File: src/rtl/rx_pend_pkg.sv
package rx_pend_pkg;
  typedef enum logic {
    FRM_DATA   = 1'b0,
    FRM_REMOTE = 1'b1
  } frame_kind_e;
endpackage

File: src/rtl/rx_pend_qual.sv
module rx_pend_qual #(
  parameter int NUM_MBX = 16,
  parameter int IDX_W   = $clog2(NUM_MBX)
) (
  input  logic               clk,
  input  logic               rst_n,
  input  logic               store_vld,
  input  logic [IDX_W-1:0]   store_idx,
  input  logic               store_kind,
  input  logic [NUM_MBX-1:0] mbx_rx_en,
  output logic [NUM_MBX-1:0] set_vec
);
  import rx_pend_pkg::*;

  function automatic logic [NUM_MBX-1:0] idx_to_bit(input logic [IDX_W-1:0] idx);
    logic [NUM_MBX-1:0] v;
    v = '0;
    for (int i = 0; i < NUM_MBX; i++)
      if (idx == IDX_W'(i)) v[i] = 1'b1;
    return v;
  endfunction

  logic is_data;
  assign is_data = (frame_kind_e'(store_kind) == FRM_DATA);
  assign set_vec = (store_vld && is_data) ? (idx_to_bit(store_idx) & mbx_rx_en) : '0;


  set_onehot_chk: assert property (@(posedge clk) disable iff (!rst_n) $onehot0(set_vec));

  remote_no_set_chk: assert property (@(posedge clk) disable iff (!rst_n)
    (store_vld && store_kind) |-> (set_vec == '0));
endmodule

File: src/rtl/rx_pend_bits.sv
module rx_pend_bits #(
  parameter int NUM_MBX = 16
) (
  input  logic               clk,
  input  logic               rst_n,
  input  logic [NUM_MBX-1:0] set_vec,
  input  logic               wr_en,
  input  logic [NUM_MBX-1:0] wr_data,
  output logic [NUM_MBX-1:0] flags_q,
  output logic [NUM_MBX-1:0] flags_nxt
);
  logic [NUM_MBX-1:0] clr_vec;
  assign clr_vec = wr_en ? wr_data : '0;

  for (genvar g = 0; g < NUM_MBX; g++) begin : g_bit
    // set beats clear
    assign flags_nxt[g] = set_vec[g] | (flags_q[g] & ~clr_vec[g]);

    always_ff @(posedge clk or negedge rst_n) begin
      if (!rst_n) flags_q[g] <= 1'b0;
      else        flags_q[g] <= flags_nxt[g];
    end


    set_wins_chk: assert property (@(posedge clk) disable iff (!rst_n)
      set_vec[g] |=> flags_q[g]);

    clear_one_chk: assert property (@(posedge clk) disable iff (!rst_n)
      (clr_vec[g] && !set_vec[g]) |=> !flags_q[g]);

    hold_chk: assert property (@(posedge clk) disable iff (!rst_n)
      (!clr_vec[g] && !set_vec[g]) |=> $stable(flags_q[g]));
  end
endmodule

File: src/rtl/rx_pend_irq.sv
module rx_pend_irq #(
  parameter int NUM_MBX = 16
) (
  input  logic               clk,
  input  logic               rst_n,
  input  logic [NUM_MBX-1:0] set_vec,
  input  logic [NUM_MBX-1:0] flags_nxt,
  input  logic [NUM_MBX-1:0] mbx_irq_mask,
  input  logic               glb_rx_mask,
  output logic               irq_flag_q,
  output logic               irq_o
);
  function automatic logic any_open(input logic [NUM_MBX-1:0] f,
                                    input logic [NUM_MBX-1:0] m);
    return |(f & ~m);
  endfunction

  logic raise_evt;
  logic keep_evt;
  assign raise_evt = any_open(set_vec, mbx_irq_mask);
  assign keep_evt  = irq_flag_q & any_open(flags_nxt, mbx_irq_mask);

  always_ff @(posedge clk or negedge rst_n) begin
    if (!rst_n) irq_flag_q <= 1'b0;
    else        irq_flag_q <= raise_evt | keep_evt;
  end

  assign irq_o = irq_flag_q & ~glb_rx_mask;


  raise_chk: assert property (@(posedge clk) disable iff (!rst_n) raise_evt |=> irq_flag_q);

  rise_cause_chk: assert property (@(posedge clk) disable iff (!rst_n)
    $rose(irq_flag_q) |-> $past(raise_evt));

  drop_chk: assert property (@(posedge clk) disable iff (!rst_n)
    (!raise_evt && !any_open(flags_nxt, mbx_irq_mask)) |=> !irq_flag_q);
endmodule

File: src/rtl/rx_pend_reg.sv
module rx_pend_reg #(
  parameter int NUM_MBX = 16,
  parameter int IDX_W   = $clog2(NUM_MBX)
) (
  input  logic               clk,
  input  logic               rst_n,
  input  logic               store_vld,
  input  logic [IDX_W-1:0]   store_idx,
  input  logic               store_kind,
  input  logic [NUM_MBX-1:0] mbx_rx_en,
  input  logic [NUM_MBX-1:0] mbx_irq_mask,
  input  logic               glb_rx_mask,
  input  logic               reg_wr_en,
  input  logic [NUM_MBX-1:0] reg_wr_data,
  output logic [NUM_MBX-1:0] reg_rd_data,
  output logic               rx_irq_flag,
  output logic               rx_irq
);
  logic [NUM_MBX-1:0] set_vec;
  logic [NUM_MBX-1:0] flags_q;
  logic [NUM_MBX-1:0] flags_nxt;

  rx_pend_qual #(.NUM_MBX(NUM_MBX), .IDX_W(IDX_W)) u_qual (
    .clk(clk), .rst_n(rst_n), .store_vld(store_vld), .store_idx(store_idx),
    .store_kind(store_kind), .mbx_rx_en(mbx_rx_en), .set_vec(set_vec)
  );

  rx_pend_bits #(.NUM_MBX(NUM_MBX)) u_bits (
    .clk(clk), .rst_n(rst_n), .set_vec(set_vec), .wr_en(reg_wr_en),
    .wr_data(reg_wr_data), .flags_q(flags_q), .flags_nxt(flags_nxt)
  );

  rx_pend_irq #(.NUM_MBX(NUM_MBX)) u_irq (
    .clk(clk), .rst_n(rst_n), .set_vec(set_vec), .flags_nxt(flags_nxt),
    .mbx_irq_mask(mbx_irq_mask), .glb_rx_mask(glb_rx_mask),
    .irq_flag_q(rx_irq_flag), .irq_o(rx_irq)
  );


  assign reg_rd_data = flags_q;


  reset_idle_chk: assert property (@(posedge clk) $rose(rst_n) |-> (reg_rd_data == '0 && !rx_irq_flag));
endmodule

File: config.mk
export PLATFORM = sky130hd
export DESIGN_NAME = rx_pend_reg
export DESIGN_NICKNAME = d
export VERILOG_FILES = /design/src/rtl/rx_pend_pkg.sv /design/src/rtl/rx_pend_qual.sv /design/src/rtl/rx_pend_bits.sv /design/src/rtl/rx_pend_irq.sv /design/src/rtl/rx_pend_reg.sv
export SDC_FILE = /design/constraint.sdc
export NUM_CORES = 1
export LEC_CHECK = 0
export BUFFER_PORTS_ARGS = -buffer_cell sky130_fd_sc_hd__clkbuf_2
export CAP_MARGIN = 5
export CORE_MARGIN = 3
export CORE_UTILIZATION = 41
export CTS_CLUSTER_SIZE = 25
export DETAILED_ROUTE_END_ITERATION = 8
export GPL_TIMING_DRIVEN = 0
export PLACE_DENSITY = 0.9
export SLEW_MARGIN = 10
export SYNTH_ARGS = -nofsm -noshare
export SYNTH_HDL_FRONTEND = slang
export SYNTH_SLANG_ARGS = --single-unit
File: constraint.sdc
create_clock -name clk -period 1.38 [get_ports clk]
set_input_delay 0.069 -clock clk [delete_from_list [all_inputs] [get_ports clk]]
set_output_delay 0.069 -clock clk [all_outputs]
set_load 0.03 [all_outputs]
After elaboration in Yosys (flattened, before gate mapping) --
Cells that the tools add are included.
Cells by class: equality and inequality tests 15, muxes and demuxes 18, bitwise operators 57, reduce and logical (&&, ||, !) cells 4
Operator list (count):
- AND 16 bit | 3
- equality test 4 bit (second input constant) | 8
- two-way mux 16 bit | 2
- OR reduction 16 bit | 2
- AND 1 bit | 18
- inverter 1 bit | 18
- bitwise OR 1 bit | 17
- equality test 4 x 3 -> 1 bit (second input constant) | 4
- two-way mux 1 bit | 16
- inverter 16 bit | 1
- equality test 4 x 2 -> 1 bit (second input constant) | 2
- equality test 4 x 1 -> 1 bit (second input constant) | 1
- zero test 4 bit | 1
- logical AND 1 bit | 1
Word-level totals: register bits 17, bits of input ports 58, output and inout port bits 18, word-level logic and storage cells 111

Longest topological paths before layout --
depth in word-level cells 9, depth in mapped cells 7, depth with buffers taken out 5

Modules after synthesis --
From an unflattened synthesis, not the netlist that was laid out.
Second synthesis, totals: cell total of the unflattened synthesis 123, area, all modules 1092.3 µm²
By module, submodules not included:
- rx_pend_bits | times used 1, cells an instance 50, area an instance 611.8 µm², seq. area each 400.4 µm²
- rx_pend_irq | times used 1, cells an instance 49, area an instance 299.0 µm², seq. area each 25.0 µm²
- rx_pend_qual | times used 1, cells an instance 24, area an instance 181.4 µm², seq. area each 0.0 µm²

Worst setup path before layout --
OpenSTA, ideal clock, no wires.
kind in2reg, start point input port store_idx[3], end point register u_irq.irq_flag_q, library setup time 0.131 ns, arrival time 1.190 ns, slack 0.059 ns, cell stages on the path 5, path buffers 1, cells stage by stage clkbuf_1 -> mux4_2 -> a22o_1 -> nor4_1 -> o21ai_1
On the way: longest elaborated chain between the ends 9, elaborated cells on any way between the ends 56, classes of those cells eq/ne (15); mux (17); bitwise (21); reduce/logical (3)
Ends and longest elaborated chain:
- from (decl) | line rx_pend_reg.sv:8 | input logic [IDX_W-1:0] store_idx,
- equality test 4 x 1 -> 1 bit, or another cell as far along | line rx_pend_qual.sv:19 | if (idx == IDX_W'(i)) v[i] = 1'b1;
- two-way mux 1 bit | line rx_pend_qual.sv:19
- AND 16 bit (*) | line rx_pend_qual.sv:25 | assign set_vec = (store_vld && is_data) ? (idx_to_bit(store_idx) & mbx_rx_en) : '0;
- two-way mux 16 bit (*) | line rx_pend_qual.sv:25
- bitwise OR 1 bit | line rx_pend_bits.sv:17 | assign flags_nxt[g] = set_vec[g] | (flags_q[g] & ~clr_vec[g]);
- AND 16 bit | line rx_pend_irq.sv:15 | return |(f & ~m);
- OR reduction 16 bit | line rx_pend_irq.sv:15
- AND 1 bit | line rx_pend_irq.sv:21 | assign keep_evt = irq_flag_q & any_open(flags_nxt, mbx_irq_mask);
- bitwise OR 1 bit (*) | line rx_pend_irq.sv:25 | else irq_flag_q <= raise_evt | keep_evt;
- to (signal assigned) | line rx_pend_irq.sv:25
- to (decl) | line rx_pend_irq.sv:10 | output logic irq_flag_q,
Every way passes the cells marked *; elsewhere a longest branch is shown, timed or not.

Final worst setup path --
Ends and elaborated chain as after synthesis.

==> results.sh <==
export IMPL_drtAntennaViolNets=0
export IMPL_cts_buffers=3
export IMPL_finalNonFillerCells=222
export IMPL_synthesis_area_sq_um=1080
export IMPL_yosysSeqAreaShare=0.393
export IMPL_required_ns=1.55
export IMPL_tightest_slew_ns=0.953
export IMPL_cp_arrival_ns=1.47
export IMPL_powerDensity_nw_per_um2=696
export IMPL_post_cts_buffers=0
export IMPL_slew_headroom=0.356
export IMPL_drive_gt1_frac=0.417
export IMPL_layout_common_cells="clkbuf_2, nand2_1, dfrtp_1, a32o_1, nand3b_1"
export IMPL_critical_path_endpoint_type="register"
export IMPL_fmax_mhz=774
export IMPL_synthToLayoutAreaGrowth_pct=41.5
export IMPL_drc=0
export IMPL_root_buffer="clkbuf_4"
export IMPL_design_area_sq_um=1530
export IMPL_ff2ff_path_depth=4
export IMPL_hpwl_um=2770
export IMPL_grt_pass1_vias=1231
export IMPL_irDropWorstVdd_mv=0.551
export IMPL_synth_seq_cells=17
export IMPL_routedWlPerCell_um=15.0
export IMPL_syn_inst=113
export IMPL_die_area_sq_um=3300
export IMPL_min_from="mbx_rx_en[11]"
export IMPL_gr_total_overflow=0
export IMPL_synth_xor_area_frac=0
export IMPL_clk_pin_slew_ns=0.10
export IMPL_synth_compound_area_frac=0.202
export IMPL_multi_input_area_sq_um=627
export IMPL_hold_end="u_bits.flags_q[11]$_DFF_PN0_"
export IMPL_timing_rr_start="u_bits.flags_q[12]$_DFF_PN0_"
export IMPL_avgSynthCellArea_sq_um=9.59
export IMPL_clock_skew_ns=0.00773
export IMPL_syn_num_nets=171
export IMPL_status="finished clean"
export IMPL_pin_count=76
export IMPL_drt_iter0_drc=56
export IMPL_num_rows=18
export IMPL_path_cells="clkbuf_1 -> mux4_2 -> a22o_1 -> nor4_1 -> o21ai_1"
export IMPL_place_congestion=0.782
export IMPL_synth_simple_area_share=0.335
export IMPL_start_kind="input pin"
export IMPL_hold_depth=3
export IMPL_hold_slack_ns=0.0271
export IMPL_cts_buffer_depth=2
export IMPL_fin_ws_ns=0.0872
export IMPL_hp_class="input pin to register"
export IMPL_p_leak_nw=0.804
export IMPL_synth_fa_ha_area_frac=0
export IMPL_r2r_setup_slack_ns=0.25
export IMPL_dieHeight_um=57.4
export IMPL_antenna_found_initial=0
export IMPL_initial_core_util=0.433
export IMPL_post_place_cells=216
export IMPL_cts_max_level=1
export IMPL_finalMaxSlewViolations=0
export IMPL_nNetsFinal=251
export IMPL_portBuffers=73
export IMPL_cp_slowest_stage_delay_ns=0.37
export IMPL_maxCapViolations=0
export IMPL_r2r_end="u_irq.irq_flag_q$_DFF_PN0_"
export IMPL_ys_warnings_count=0
export IMPL_cts_tree="yes"
export IMPL_hold_viol=0
export IMPL_crit_type="input pin to register"
export IMPL_synth_mux_area_frac=0.0416
export IMPL_antenna_cells=0
export IMPL_post_route_period_util=0.937
export IMPL_firstDrtPassIters=4
export IMPL_place_ws_ns=-0.149
export IMPL_fillerInstances=223
export IMPL_vias=1260
export IMPL_synthDistinctLibCells=29
export IMPL_grt_pass1_wl_um=5240
export IMPL_slowest_stage="mux4_2"
export IMPL_via_per_inst=5.68
export IMPL_rsz0062_at_grt="no"
export IMPL_setup_viol=0
export IMPL_seqCellArea_sq_um=425
export IMPL_synth_top_family_by_area="simple AND/OR/NAND/NOR gates"
export IMPL_crit_fanout=10
export IMPL_numClockSinks=17
export IMPL_drt_total_wl_um=3340
export IMPL_grt_usage=0.203
export IMPL_layout_commonest_cell="clkbuf_2"
export IMPL_core_region_area_sq_um=2500
export IMPL_die_w_um=57.4
export IMPL_placed_area_sq_um=1490
export IMPL_grt_start_max_net_pins=18
export IMPL_min_period_ns=1.29
export IMPL_clk_latency_ns=0.29
-- where the power goes --
| part | total [W] | leakage, nW | switching, W | internal (W) |
|---|---|---|---|---|
| Clock | 0.000267 | 0.0150 | 0.000155 | 0.000112 |
| Sequential | 0.000522 | 0.235 | 0.00000965 | 0.000512 |
| Combinational | 0.000277 | 0.553 | 0.000149 | 0.000128 |
| Total | 0.00107 | 0.804 | 0.000314 | 0.000753 |
-- repair_timing --
action | 4_1_cts | 5_1_grt
hold buffers | 2 | 0
resized for setup | 0 | 0
hold endpoints to repair | 18 | 0
-- critical path, delay by kind of cell --
family	cells	cell delay, ns
muxes	1	0.37
AOI/OAI and AO/OA	2	0.36
buffers and inverters	1	0.35
and+or+nand+nor	1	0.31
-- flip-flops by register name, indices dropped and copies added (netlist names) --
name and flops:
u_bits.flags_q 16, u_irq.irq_flag_q 1
-- stage by stage --
step,setup TNS (ns),power [W],util
3_3_place_gp,-0.132,0.000800,0.595
2_1_floorplan,0,0.000662,-
4_1_cts,0,0.00107,0.613
5_1_grt,0,0.00111,0.613
3_5_place_dp,-0.149,0.000804,0.595
6_report,0,0.00107,0.613
-- final cells by class --
class	count	share of cell area
plain buffers	4	0.0155
clock buffers	4	0.0171
inverters	2	0.00490
multi-input cells	90	0.409
flip-flops and latches	17	0.278
well taps	30	0.0245
repair buffers	75	0.251
-- Yosys cell counts --
cell type | count | area [sq um]
a21boi_0 | 1 | 7.51
a22o_1 | 1 | 8.76
a32o_1 | 13 | 130
and2_1 | 1 | 6.26
and2b_1 | 2 | 15.0
and3b_1 | 1 | 8.76
and4b_1 | 1 | 10.0
buf_2 | 1 | 5.00
buf_6 | 1 | 11.3
clkbuf_1 | 2 | 7.51
dfrtp_1 | 17 | 425
inv_1 | 2 | 7.51
mux4_2 | 2 | 45.0
nand2_1 | 25 | 93.8
nand2b_1 | 1 | 6.26
nand3_1 | 3 | 15.0
nand3b_1 | 13 | 97.6
nor2_1 | 3 | 11.3
nor2b_1 | 8 | 50.1
nor3b_1 | 1 | 7.51
nor4_1 | 2 | 12.5
nor4b_1 | 1 | 8.76
nor4bb_1 | 2 | 20.0
o2111ai_1 | 4 | 35.0
o211a_1 | 1 | 10.0
o21ai_0 | 1 | 5.00
o21ai_1 | 1 | 5.00
o221ai_1 | 1 | 8.76
o32ai_1 | 1 | 8.76
-- worst max path at each step --
stage                            endpoint  slack, ns    startpoint  cells past startpoint
5_1_grt        u_irq.irq_flag_q$_DFF_PN0_       0.04  store_idx[3]                      5
3_3_place_gp   u_irq.irq_flag_q$_DFF_PN0_      -0.13     reg_wr_en                      7
2_1_floorplan  u_irq.irq_flag_q$_DFF_PN0_       0.06  store_idx[3]                      5
4_1_cts        u_irq.irq_flag_q$_DFF_PN0_       0.16  store_idx[2]                      6
6_report       u_irq.irq_flag_q$_DFF_PN0_       0.09  store_idx[3]                      5
3_5_place_dp   u_irq.irq_flag_q$_DFF_PN0_      -0.15  store_idx[2]                      6
-- layer usage --
metal | vias to the layer above | GRT usage | share of wire
met5 | - | 0 | 0
met4 | 0 | 0.0927 | 0.015
met3 | 6 | 0.0498 | 0.099
met2 | 78 | 0.329 | 0.49
met1 | 583 | 0.254 | 0.39
li1 | 593 | - | -
-- cells by family after synthesis --
group           Yosys count
buf+inv                   6
flops                    17
compound gates           24
simple gates             64
mux                       2
Note: power is estimated with default switching activity, not from simulation.
